[config.mk]
export PLATFORM = sky130hd
export DESIGN_NAME = spec_rob
export DESIGN_NICKNAME = d
export VERILOG_FILES = /design/src/rtl/spec_rob_pkg.sv /design/src/rtl/rob_ptr.sv /design/src/rtl/rob_slot.sv /design/src/rtl/rob_commit.sv /design/src/rtl/spec_rob.sv
export SDC_FILE = /design/constraint.sdc
export NUM_CORES = 1
export LEC_CHECK = 0
export ABC_AREA = 1
export ABC_CLOCK_PERIOD_IN_PS = 4140
export BUFFER_PORTS_ARGS = -buffer_cell sky130_fd_sc_hd__buf_2
export CAP_MARGIN = 15
export CELL_PAD_IN_SITES_DETAIL_PLACEMENT = 1
export CELL_PAD_IN_SITES_GLOBAL_PLACEMENT = 2
export CORE_MARGIN = 8
export CORE_UTILIZATION = 37
export DETAILED_ROUTE_END_ITERATION = 7
export GPL_TIMING_DRIVEN = 0
export PLACE_DENSITY = 0.84
export SETUP_SLACK_MARGIN = 0.15
export SLEW_MARGIN = 20
export SYNTH_ARGS = -nofsm -noshare
export SYNTH_HDL_FRONTEND = slang
export SYNTH_SLANG_ARGS = --single-unit
[constraint.sdc]
create_clock -name clk -period 4.14 [get_ports clk]
set_input_delay 0.414 -clock clk [delete_from_list [all_inputs] [get_ports clk]]
set_output_delay 0.414 -clock clk [all_outputs]
set_load 0.01 [all_outputs]
[src/rtl/spec_rob_pkg.sv]
package spec_rob_pkg;
    localparam int ROB_DEPTH = 8;
    localparam int BR_MAX    = 2;
    localparam int BTAG_W    = 3;
    localparam int DATA_W    = 16;
    localparam int REG_W     = 5;
    localparam int IDX_W     = $clog2(ROB_DEPTH);
    localparam int NBR_W     = $clog2(BR_MAX + 1);

    typedef struct packed {
        logic                     valid;
        logic                     done;
        logic                     cancel;
        logic                     exc;
        logic [BR_MAX-1:0]        pend;
        logic [BR_MAX-1:0]        dir;
        logic [BR_MAX*BTAG_W-1:0] btag;
        logic [REG_W-1:0]         dest;
        logic [DATA_W-1:0]        data;
    } slot_t;
endpackage

[src/rtl/rob_ptr.sv]
module rob_ptr #(
    parameter int DEPTH = 8,
    localparam int IW   = $clog2(DEPTH)
) (
    input  logic          clk,
    input  logic          rst_n,
    input  logic          push,
    input  logic          pop,
    output logic [IW-1:0] head,
    output logic [IW-1:0] tail,
    output logic          full
);
    typedef struct packed {
        logic [IW-1:0] head;
        logic [IW-1:0] tail;
        logic          full;
    } ptr_t;

    ptr_t q, d;

    function automatic logic [IW-1:0] nxt(input logic [IW-1:0] p);
        return (p == IW'(DEPTH - 1)) ? '0 : p + IW'(1);
    endfunction

    always_comb begin
        d = q;
        if (push) d.tail = nxt(q.tail);
        if (pop)  d.head = nxt(q.head);
        if (push && !pop && nxt(q.tail) == q.head) d.full = 1'b1;
        else if (pop && !push)                     d.full = 1'b0;
    end

    always_ff @(posedge clk) begin
        if (!rst_n) q <= '0;
        else        q <= d;
    end

    assign head = q.head;
    assign tail = q.tail;
    assign full = q.full;

    AST_FULL_PTRS: assert property (@(posedge clk) disable iff (!rst_n)
        q.full |-> q.head == q.tail);
    AST_NO_POP_EMPTY: assert property (@(posedge clk) disable iff (!rst_n)
        (q.head == q.tail && !q.full) |-> !pop);
endmodule

[src/rtl/rob_slot.sv]
module rob_slot
    import spec_rob_pkg::*;
(
    input  logic                     clk,
    input  logic                     rst_n,
    input  logic                     wr,
    input  logic                     iss_spec,
    input  logic [NBR_W-1:0]         iss_nbr,
    input  logic [BR_MAX*BTAG_W-1:0] iss_btag,
    input  logic [BR_MAX-1:0]        iss_dir,
    input  logic [REG_W-1:0]         iss_dest,
    input  logic                     cmp_hit,
    input  logic [DATA_W-1:0]        cmp_data,
    input  logic                     cmp_exc,
    input  logic                     brr_valid,
    input  logic [BTAG_W-1:0]        brr_tag,
    input  logic                     brr_taken,
    input  logic                     clr,
    output slot_t                    q
);
    slot_t d;

    always_comb begin
        d = q;
        if (clr) d.valid = 1'b0;
        if (wr) begin
            d.valid  = 1'b1;
            d.done   = 1'b0;
            d.cancel = 1'b0;
            d.exc    = 1'b0;
            d.dest   = iss_dest;
            d.data   = '0;
            d.dir    = iss_dir;
            d.btag   = iss_btag;
            for (int i = 0; i < BR_MAX; i++)
                d.pend[i] = iss_spec && (int'(iss_nbr) > i);
        end
        if (cmp_hit && q.valid) begin
            d.done = 1'b1;
            d.data = cmp_data;
            d.exc  = cmp_exc;
        end
        if (brr_valid && d.valid) begin
            for (int i = 0; i < BR_MAX; i++) begin
                if (d.pend[i] && d.btag[i*BTAG_W +: BTAG_W] == brr_tag) begin
                    d.pend[i] = 1'b0;
                    if (brr_taken != d.dir[i]) d.cancel = 1'b1;
                end
            end
        end
    end

    always_ff @(posedge clk) begin
        if (!rst_n) q <= '0;
        else        q <= d;
    end

    AST_CANCEL_STICKY: assert property (@(posedge clk) disable iff (!rst_n)
        (q.valid && q.cancel && !clr) |=> q.cancel);
    AST_NO_WR_LIVE: assert property (@(posedge clk) disable iff (!rst_n)
        (wr && q.valid) |-> clr);
endmodule

[src/rtl/rob_commit.sv]
module rob_commit
    import spec_rob_pkg::*;
(
    input  slot_t head_slot,
    output logic  retire,
    output logic  cancel,
    output logic  wb_en,
    output logic  exc_raise
);
    logic ready_ok;

    always_comb begin
        ready_ok  = head_slot.done && (head_slot.pend == '0);
        retire    = head_slot.valid && (head_slot.cancel || ready_ok);
        cancel    = retire && head_slot.cancel;
        wb_en     = retire && !head_slot.cancel && !head_slot.exc;
        exc_raise = retire && !head_slot.cancel && head_slot.exc;
    end
endmodule

[src/rtl/spec_rob.sv]
module spec_rob
    import spec_rob_pkg::*;
(
    input  logic                     clk,
    input  logic                     rst_n,
    input  logic                     iss_valid,
    output logic                     iss_ready,
    output logic [IDX_W-1:0]         iss_idx,
    input  logic [REG_W-1:0]         iss_dest,
    input  logic                     iss_spec,
    input  logic [NBR_W-1:0]         iss_nbr,
    input  logic [BR_MAX*BTAG_W-1:0] iss_btag,
    input  logic [BR_MAX-1:0]        iss_dir,
    input  logic                     cmp_valid,
    input  logic [IDX_W-1:0]         cmp_idx,
    input  logic [DATA_W-1:0]        cmp_data,
    input  logic                     cmp_exc,
    input  logic                     brr_valid,
    input  logic [BTAG_W-1:0]        brr_tag,
    input  logic                     brr_taken,
    output logic                     ret_valid,
    output logic [IDX_W-1:0]         ret_idx,
    output logic                     ret_cancel,
    output logic                     wb_en,
    output logic [REG_W-1:0]         wb_dest,
    output logic [DATA_W-1:0]        wb_data,
    output logic                     exc_raise
);
    logic [IDX_W-1:0] head, tail;
    logic             full, push, retire;
    slot_t            slots [ROB_DEPTH];
    slot_t            head_slot;

    assign push = iss_valid && !full;

    rob_ptr #(.DEPTH(ROB_DEPTH)) u_ptr (
        .clk(clk), .rst_n(rst_n), .push(push), .pop(retire),
        .head(head), .tail(tail), .full(full)
    );

    for (genvar g = 0; g < ROB_DEPTH; g++) begin : g_slot
        rob_slot u_slot (
            .clk(clk), .rst_n(rst_n),
            .wr(push && tail == IDX_W'(g)),
            .iss_spec(iss_spec), .iss_nbr(iss_nbr), .iss_btag(iss_btag),
            .iss_dir(iss_dir), .iss_dest(iss_dest),
            .cmp_hit(cmp_valid && cmp_idx == IDX_W'(g)),
            .cmp_data(cmp_data), .cmp_exc(cmp_exc),
            .brr_valid(brr_valid), .brr_tag(brr_tag), .brr_taken(brr_taken),
            .clr(retire && head == IDX_W'(g)),
            .q(slots[g])
        );
    end

    assign head_slot = slots[head];

    rob_commit u_commit (
        .head_slot(head_slot), .retire(retire), .cancel(ret_cancel),
        .wb_en(wb_en), .exc_raise(exc_raise)
    );

    assign iss_ready = !full;
    assign iss_idx   = tail;
    assign ret_valid = retire;
    assign ret_idx   = head;
    assign wb_dest   = head_slot.dest;
    assign wb_data   = head_slot.data;

    AST_IN_ORDER: assert property (@(posedge clk) disable iff (!rst_n)
        ret_valid |=> (!ret_valid || ret_idx == IDX_W'($past(ret_idx) + 1'b1)));
    AST_NO_OVERFLOW: assert property (@(posedge clk) disable iff (!rst_n)
        (iss_valid && !iss_ready) |=> iss_idx == $past(iss_idx));
    AST_SPEC_GATED: assert property (@(posedge clk) disable iff (!rst_n)
        (ret_valid && !ret_cancel) |-> (head_slot.pend == '0 && head_slot.done));
    AST_WB_CLEAN: assert property (@(posedge clk) disable iff (!rst_n)
        wb_en |-> (head_slot.done && !head_slot.exc && !head_slot.cancel));
    AST_CANCEL_SILENT: assert property (@(posedge clk) disable iff (!rst_n)
        (ret_valid && head_slot.cancel) |-> (!wb_en && !exc_raise));
endmodule

== Yosys cells after proc, flatten, opt, wreduce, memory -nomap -nowiden ==
Cells that the tools add are included.

* Register bits after elaboration: 287
* Bits in latches: 0
* Bits in writable memories: 0
* Memory bits (read-only): 0
* Input port bits: 45
* Logic and storage cells: 333
* Memories kept: 0

* Add/subtract/negate cells: 2
* Multiply operators: 0
* Divide/modulo/power cells: 0
* Order comparisons: 3
* Eq/ne operators: 54
* Shift-type cells: 0
* Mux-type cells: 111
* Bitwise gates (word level): 1
* Reduce and logical (&&, ||, !) cells: 87

{| class="wikitable"
|+ Operators with widths
! operator !! count
|-
| two-way mux 35 bit || 10
|-
| two-way mux 16 bit || 8
|-
| binary-select mux 35 bit (select 3 bit) || 1
|-
| two-way mux 1 bit || 82
|-
| logical AND 1 bit || 68
|-
| equality test 3 bit || 17
|-
| equality test 3 bit (second input constant) || 12
|-
| equality test 3 x 2 -> 1 bit (second input constant) || 6
|-
| nonzero test 2 bit || 9
|-
| two-way mux 2 bit || 8
|-
| != test 1 bit || 16
|-
| equality test 3 x 1 -> 1 bit (second input constant) || 3
|-
| zero test 3 bit || 3
|-
| adder 3 x 1 -> 3 bit (second input constant) || 2
|-
| two-way mux 3 bit || 2
|-
| zero test 1 bit || 5
|-
| >= comparator 4 bit (second input constant) || 1
|-
| greater-than comparator 2 x 1 -> 1 bit (second input constant) || 2
|-
| inverter 3 -> 4 bit || 1
|-
| zero test 2 bit || 1
|-
| logical OR 1 bit || 1
|}

== Logic depth before layout (Yosys ltp) ==
Gate-level depths: netlist (run 1).

* Depth in word-level cells: 17
* Mapped depth: 15
* Mapped depth without buffers: 15

== Cells and area by module ==
A second synthesis (run 1) with hierarchy kept.

* Cell total of the unflattened synthesis: 2651
* Area, all modules: 16249.3 sq um

{| class="wikitable"
|+ By module, submodules not included
! module !! times used !! cells an instance !! area each (sq um) !! seq. area each (sq um)
|-
| rob_slot || 8 || 216 || 1549.0 || 700.7
|-
| spec_rob || 1 || 863 || 3454.6 || 0.0
|-
| rob_ptr || 1 || 48 || 354.1 || 140.1
|-
| rob_commit || 1 || 12 || 48.8 || 0.0
|}

== Worst setup path before layout (run 1) ==
Ideal clock, no wire load.

* Path type: reg2out
* Start point: register u_ptr.q, in the netlist u_ptr.head[0]
* End point: output exc_raise
* Data arrival time: 1.748 ns
* Data required time: 3.726 ns
* Path slack: 1.978 ns
* Stages on the path, launching flop included: 13
* Cells stage by stage: dfxtp_1 buf_4 buf_4 nand2_1 inv_1 nand2_1 nand3_1 nand3_1 nand3_1 nand2_1 inv_1 nand2_1 nor2_1

* Cells in the longest elaborated chain, start to end: 10

{| class="wikitable"
|+ Ends and longest elaborated chain
! element !! line !! RTL
|-
| start: declaration || rob_ptr.sv:19 || <nowiki>ptr_t q, d;</nowiki>
|-
| start signal: assignment || rob_ptr.sv:34 || <nowiki>if (!rst_n) q <= '0;</nowiki>
|-
| start signal: assignment || rob_ptr.sv:35 || <nowiki>else q <= d;</nowiki>
|-
| inverter 3 -> 4 bit (not written as such) * || spec_rob.sv:55 || <nowiki>assign head_slot = slots[head];</nowiki>
|-
| binary-select mux 35 bit (select 3 bit) * || spec_rob.sv:55 ||
|-
| two-way mux 35 bit (not written as such) * (2 in series) || spec_rob.sv:55 ||
|-
| zero test 2 bit || rob_commit.sv:13 || <nowiki>ready_ok = head_slot.done && (head_slot.pend == '0);</nowiki>
|-
| logical AND 1 bit || rob_commit.sv:13 ||
|-
| logical OR 1 bit || rob_commit.sv:14 || <nowiki>retire = head_slot.valid && (head_slot.cancel || ready_ok);</nowiki>
|-
| logical AND 1 bit * || rob_commit.sv:14 ||
|-
| via ret_valid || spec_rob.sv:21 || <nowiki>output logic ret_valid,</nowiki>
|-
| logical AND 1 bit * (2 in series) || rob_commit.sv:17 || <nowiki>exc_raise = retire && !head_slot.cancel && head_slot.exc;</nowiki>
|-
| end: declaration || spec_rob.sv:27 || <nowiki>output logic exc_raise</nowiki>
|}

The timed path passes the listed nets; every way through them passes the cells marked *. The select of a mux whose other input is x is not followed.

== Worst setup path after layout (run 1) ==
* Start point: register u_ptr.q, in the netlist u_ptr.head[0]
* End point: output wb_data[15]

* Cells in the longest elaborated chain, start to end: 4

{| class="wikitable"
|+ Ends and longest elaborated chain
! element !! line !! RTL
|-
| inverter 3 -> 4 bit (not written as such) || spec_rob.sv:55 ||
|-
| binary-select mux 35 bit (select 3 bit) || spec_rob.sv:55 ||
|-
| two-way mux 35 bit (not written as such) (2 in series) || spec_rob.sv:55 ||
|-
| end: declaration || spec_rob.sv:26 || <nowiki>output logic [DATA_W-1:0] wb_data,</nowiki>
|}

Every way passes these cells. The select of a mux whose other input is x is not followed.

==> results of run 1 <==
[cell families (layout without fill, tap and decap cells)]
logic type	after synthesis	in the layout	share of synthesized area
adders and majority gates	12	12	0.0104
DFF	287	287	0.400
and+or+nand+nor	928	928	0.281
AOI/OAI and AO/OA	496	496	0.186
buffers and inverters	408	544	0.116
other	0	1	0
xor gates and xnor gates	11	11	0.00670
[cells in the final DEF, fill, tap and decap left out, types with 4 or more instances in the layout]
cell and n:
o21bai_1 4, buf_1 12, o211ai_1 14, clkinv_2 7
nand2_1 356, a21oi_1 194, nand2_2 8, ha_1 12
nand4_1 44, nand2_4 5, o22ai_1 73, a31oi_1 22
dfxtp_1 287, nor2_2 4, nor2_1 296, or2_2 34
o21ai_1 14, buf_2 90, clkbuf_1 102, inv_1 262
o21ai_2 5, nand3_1 172, clkbuf_8 7, buf_4 12
clkbuf_16 37, xor2_1 11, buf_6 8, o21ai_0 167
[routing by layer]
layer,vias to the layer above,track usage,part of all wire
met5,-,0,0
li1,7211,-,-
met2,412,0.468,0.48
met3,107,0.0355,0.051
met4,0,0.0857,0.028
met1,7463,0.338,0.44
[path summary, 6_finish.rpt]
kind / depth (start not counted) / to / from
max: 10 / wb_data[15] / u_ptr.head[0]
min: 3 / g_slot[7].u_slot.q[12] / cmp_data[12]
max reg2reg: 13 / g_slot[4].u_slot.q[32] / u_ptr.head[0]
min reg2reg: 2 / g_slot[3].u_slot.q[19] / g_slot[3].u_slot.q[19]
[critical path, cell delays in order, from the launching register on]
cell     delay [ns]
dfxtp_1        0.37
buf_4          0.21
inv_2          0.17
buf_4          0.22
buf_2          0.29
buf_1          0.69
o21ai_0        0.24
nand2_1        0.10
nor2_1         0.04
a31oi_1        0.30
buf_2          0.20
[state kept, by name, summed over array words and instances, names as in the netlist]
name / flops
g_slot.u_slot.q: 280
u_ptr.full: 1
u_ptr.head: 3
u_ptr.tail: 3
[layout make-up]
cell class | instances | area [sq um]
Antenna cell | 1 | 2.50
Buffer | 141 | 657
Clock buffer | 55 | 1060
Clock inverter | 9 | 95.1
Fill cell | 5033 | 21900
Inverter | 267 | 1010
Multi-Input combinational cell | 1447 | 6970
Sequential cell | 287 | 5750
Tap cell | 518 | 648
Timing Repair Buffer | 72 | 360
[stage by stage]
stage	power (mW)	hold WS (ns)	util
floorplan	3.38	0.429	-
global placement	3.67	0.444	0.400
detailed placement	3.70	0.448	0.400
CTS	6.85	0.168	0.430
global route	7.05	0.194	0.430
finish	6.82	0.179	0.430
[where the power goes]
part           leakage, nW  internal, mW  total, mW  switching, mW
clock network        0.575          1.89       3.17           1.28
registers             2.32          2.83       2.86         0.0352
logic                 3.83         0.206      0.783          0.577
total                 6.73          4.92       6.82           1.89
==> metrics, run 1 <==
Cells after Synth 2142; most used flip-flop cell after synthesis dfxtp_1; Slew HR 0.265; global-route wire length before repair 92900 um; minimum clock period after layout 3.79 ns; unrepaired setup endpoints after global routing no; clock skew 0.0246 ns; largest net degree at the start of global routing 12; data required time at the worst endpoint 3.73 ns; most frequently used cell type in the post-synthesis netlist nand2_1; crit share post-route 0.915; total wire length 61500 um; placement row count 72; Max Clock Freq 0.264 GHz; count of max-cap constraint violations 0; CTS Buf Count 36; flip-flop and latch count after synthesis 287; H-tree levels 2; register area share after synthesis 0.400; HPWL after detailed placement 45400 um; slack of the worst reg-to-reg path 1.06 ns; class of the worst hold path in2reg; total routing resource utilization after global routing 0.268; clock network latency to the later pin of the worst-skew pair 0.54 ns; crit path DAT 3.37 ns; Post-Synthesis Net Count 2199; buffer type at the clock tree root clkbuf_16; count of endpoints failing hold in the final timing report 0; classification of the worst setup path reg2out; Gates resized, CTS repair 0; most area-hungry cell type in the Yosys netlist dfxtp_1; clock transition time at the flip-flop clock pins of the worst setup and hold paths 0.06 ns; count of nets left with antenna violations after detail routing 0; kind of start point of the critical path flip-flop; number of buffer cells added on primary ports 72; routed length per placed instance 22.0 um; Area contributors post-synth dfxtp_1 40%, nand2_1 9.3%, nor2_1 7.7%; Chip Width 213 um; layout-stage area growth over the synthesis result 15.1%; DRC violation count after routing 0; post-synthesis instance area 0.0144 sq mm; nature of the critical path endpoint output pin; Via-to-Cell Ratio 5.43; area share of the leading cell type in the synthesized netlist 0.400; number of clock sinks 287; number of synthesized flops with an enable pin 0; Hold-fix buffers, CTS 0; Vert. Die Dim 213 um; detailed-router iteration count before antenna repair 5; total vias in the final route 15193; Slew @ Worst Pin 1.10 ns; initial DRC count 935; mean area per synthesized cell 6.71 sq um; Static Leakage 6.73 nW; largest fanout of any net on the critical path 10; number of placed instances, taps included 2732; post-synthesis cell type count 33; post-route setup TNS 0 ns; total setup violations reported at the end of the flow 0; post-layout instance area 0.0165 sq mm; final critical-path setup slack 0.353 ns; Max rail drop VDD 0.383 mV; area of the die 0.0454 sq mm; antenna violations before repair 1; power density relative to cell area 412 mW/mm^2; total grt overflow 0; layout cells sized above 1 0.103; post-CTS setup repair buffer count 0; vias in the first global route 15521; pins over their slew limit 0; Warnings, synthesis 0; most numerous cell types in the synthesized netlist 356 x nand2_1, 296 x nor2_1, 287 x dfxtp_1; global placer's final weighted congestion 0.893; post-place instance area 0.0154 sq mm; final instance count without filler cells 2797; maximum buffer depth of the clock tree 3; worst slack after detailed placement 1.08 ns; initial core utilization 0.374; layout net count 2309; CTS tree built; share of synthesized registers carrying an async set or reset 0; Core Box Area 0.0385 sq mm; status finished, final reports clean; I/O Pins 77
(Power assumes the default switching activity.)
==> inputs of run 2 (changes only) <==
CORE_ASPECT_RATIO = 0.9   (was default)
==> run 2 against run 1 <==
Sequential share of layout area is 0.087 points higher. Critical endpoint unchanged. Wire length is 0.98% higher. Non-clock buffer count stayed put. Largest power group unchanged.
==> metrics, run 2 (synthesis gave the netlist of run 1 again) <==
status finished, final reports clean; clock skew 0.0220 ns (-0.00254 ns); post-route setup TNS 0 ns (unchanged); antenna violations before repair 1 (unchanged); CTS Buf Count 36 (unchanged); final critical-path setup slack 0.323 ns (-0.0304 ns); largest net degree at the start of global routing 12 (unchanged); max reg flops 280 (unchanged); largest fanout of any net on the critical path 10 (unchanged); CTS tree built; Hold-fix buffers, CTS 0 (unchanged); routed length per placed instance 22.2 um (+0.80%); crit path DAT 3.40 ns (+0.03 ns); power density relative to cell area 408 mW/mm^2 (-1.1%); slack of the worst reg-to-reg path 1.07 ns (about the same); worst slack after detailed placement 1.03 ns (-0.0416 ns); area of the die 0.0454 sq mm (about the same); Slew HR 0.235 (-0.0293); total routing resource utilization after global routing 0.270 (+0.00178); register ranked first by flip-flop count g_slot.u_slot.q; count of filler cells inserted in the layout 5011 (-0.44%); global placer's final weighted congestion 0.879 (-1.6%); crit share post-route 0.922 (+0.00735); final design utilization 0.430 (about the same); placement row count 68 (-5.6%); number of buffer cells added on primary ports 72 (unchanged); Chip Width 224 um (+5.0%); data required time at the worst endpoint 3.73 ns (about the same); DRC violation count after routing 0 (unchanged); n_diodes 0 (-1); count of endpoints failing hold in the final timing report 0 (unchanged); clock network latency to the later pin of the worst-skew pair 0.56 ns (+0.02 ns); global-route wire length before repair 94100 um (+1.2%); vias in the first global route 15306 (-1.4%); slowest library cell on the worst path buf_1; layout net count 2309 (unchanged); nature of the critical path endpoint output pin; layout-stage area growth over the synthesis result 14.8%; Static Leakage 6.70 nW (-0.48%); leading cell type in the layout, fill and taps excluded nand2_1; Max rail drop VDD 0.262 mV (-32%); Gates resized, CTS repair 0 (unchanged); initial core utilization 0.375 (+0.000926); number of clock sinks 287 (unchanged); layout cells sized above 1 0.102 (-0.00127); initial DRC count 1175 (+26%); total vias in the final route 15357 (+1.1%); maximum buffer depth of the clock tree 3 (unchanged); Slew @ Worst Pin 1.15 ns (+0.0439 ns); Max Clock Freq 0.262 GHz (-0.80%); Core Box Area 0.0384 sq mm (-0.25%); HPWL after detailed placement 45500 um (+0.15%); total grt overflow 0 (unchanged); total setup violations reported at the end of the flow 0 (unchanged); count of max-cap constraint violations 0 (unchanged); class of the worst hold path in2reg; post-CTS setup repair buffer count 0 (unchanged); I/O Pins 77 (unchanged); detailed-router iteration count before antenna repair 5 (unchanged); Via-to-Cell Ratio 5.48 (+0.90%); count of nets left with antenna violations after detail routing 0 (unchanged); kind of start point of the critical path flip-flop; pins over their slew limit 0 (unchanged); FF-to-FF Start u_ptr.head[0]; Vert. Die Dim 203 um (-4.7%); delay of the slowest cell on the worst path 0.74 ns (+0.05 ns); H-tree levels 2 (unchanged); unrepaired setup endpoints after global routing no; buffer type at the clock tree root clkbuf_16; clock transition time at the flip-flop clock pins of the worst setup and hold paths 0.06 ns (about the same); list of cells traversed by the critical path buf_4, inv_2, buf_4, buf_2, buf_1, o21ai_0, nand2_1, nor2_1, a31oi_1, buf_2; classification of the worst setup path reg2out; most frequent cells in the layout 356 x nand2_1, 296 x nor2_1, 287 x dfxtp_1; startpoint of the lowest-slack hold path cmp_data[10]; minimum clock period after layout 3.82 ns (+0.0304 ns); Worst setup startpoint u_ptr.head[0]; total wire length 62100 um (+0.98%)
run 2: changes by cell type in the layout (fill, tap and decap cells not counted), sizes merged:
cell,delta
clkbuf,+3
inv,+2
clkinv,-5
clkinvlp,+1
bufinv,-2
diode,-1
run 2: per-stage QoR:
stage	instance area, sq um	hold slack (ns)	total power, mW	std cells
after floorplan	14400	0.429	3.38	2142
after global placement	15400	0.446	3.68	2739
after detailed placement	15400	0.455	3.70	2739
after CTS	16500	0.139	6.75	2802
after global routing	16500	0.174	6.97	2802
final	16500	0.161	6.73	2802
run 2: worst paths after layout:
kind                                               end  depth (start not counted)
worst max-delay path                       wb_data[15]                         10
worst min-delay path            g_slot[3].u_slot.q[10]                          3
worst max register to register  g_slot[0].u_slot.q[32]                         13
worst min register to register  g_slot[3].u_slot.q[18]                          2
run 2: layer usage:
layer | routed length, um | up-vias | global-route usage
li1 | - | 7191 | -
met1 | 29700 | 7618 | 0.383
met5 | 0 | - | 0
met3 | 4550 | 95 | 0.0577
met2 | 26100 | 453 | 0.406
met4 | 1750 | 0 | 0.0769
run 2: critical path: cells and delay by family, from the launching register on:
kind	cells	cell delay, ns
AND/OR/NAND/NOR	2	0.14
buffers and inverters	6	1.84
flip-flops	1	0.37
AO/OA/AOI/OAI	2	0.50
run 2: power breakdown:
| part | internal [mW] | leakage, nW | switching, mW |
|---|---|---|---|
| Sequential | 2.83 | 2.32 | 0.0348 |
| Clock | 1.78 | 0.540 | 1.30 |
| Combinational | 0.206 | 3.84 | 0.584 |
| Total | 4.81 | 6.70 | 1.92 |
run 2: final cells by class:
class	count	area [sq um]	share of cell area
Multi-Input combinational cell	1447	6970	0.422
Sequential cell	287	5750	0.348
Buffer	141	658	0.0399
Inverter	267	1010	0.0610
Clock buffer	58	1070	0.0651
Clock inverter	5	35.0	0.00212
Tap cell	525	657	0.0398
Timing Repair Buffer	72	360	0.0218
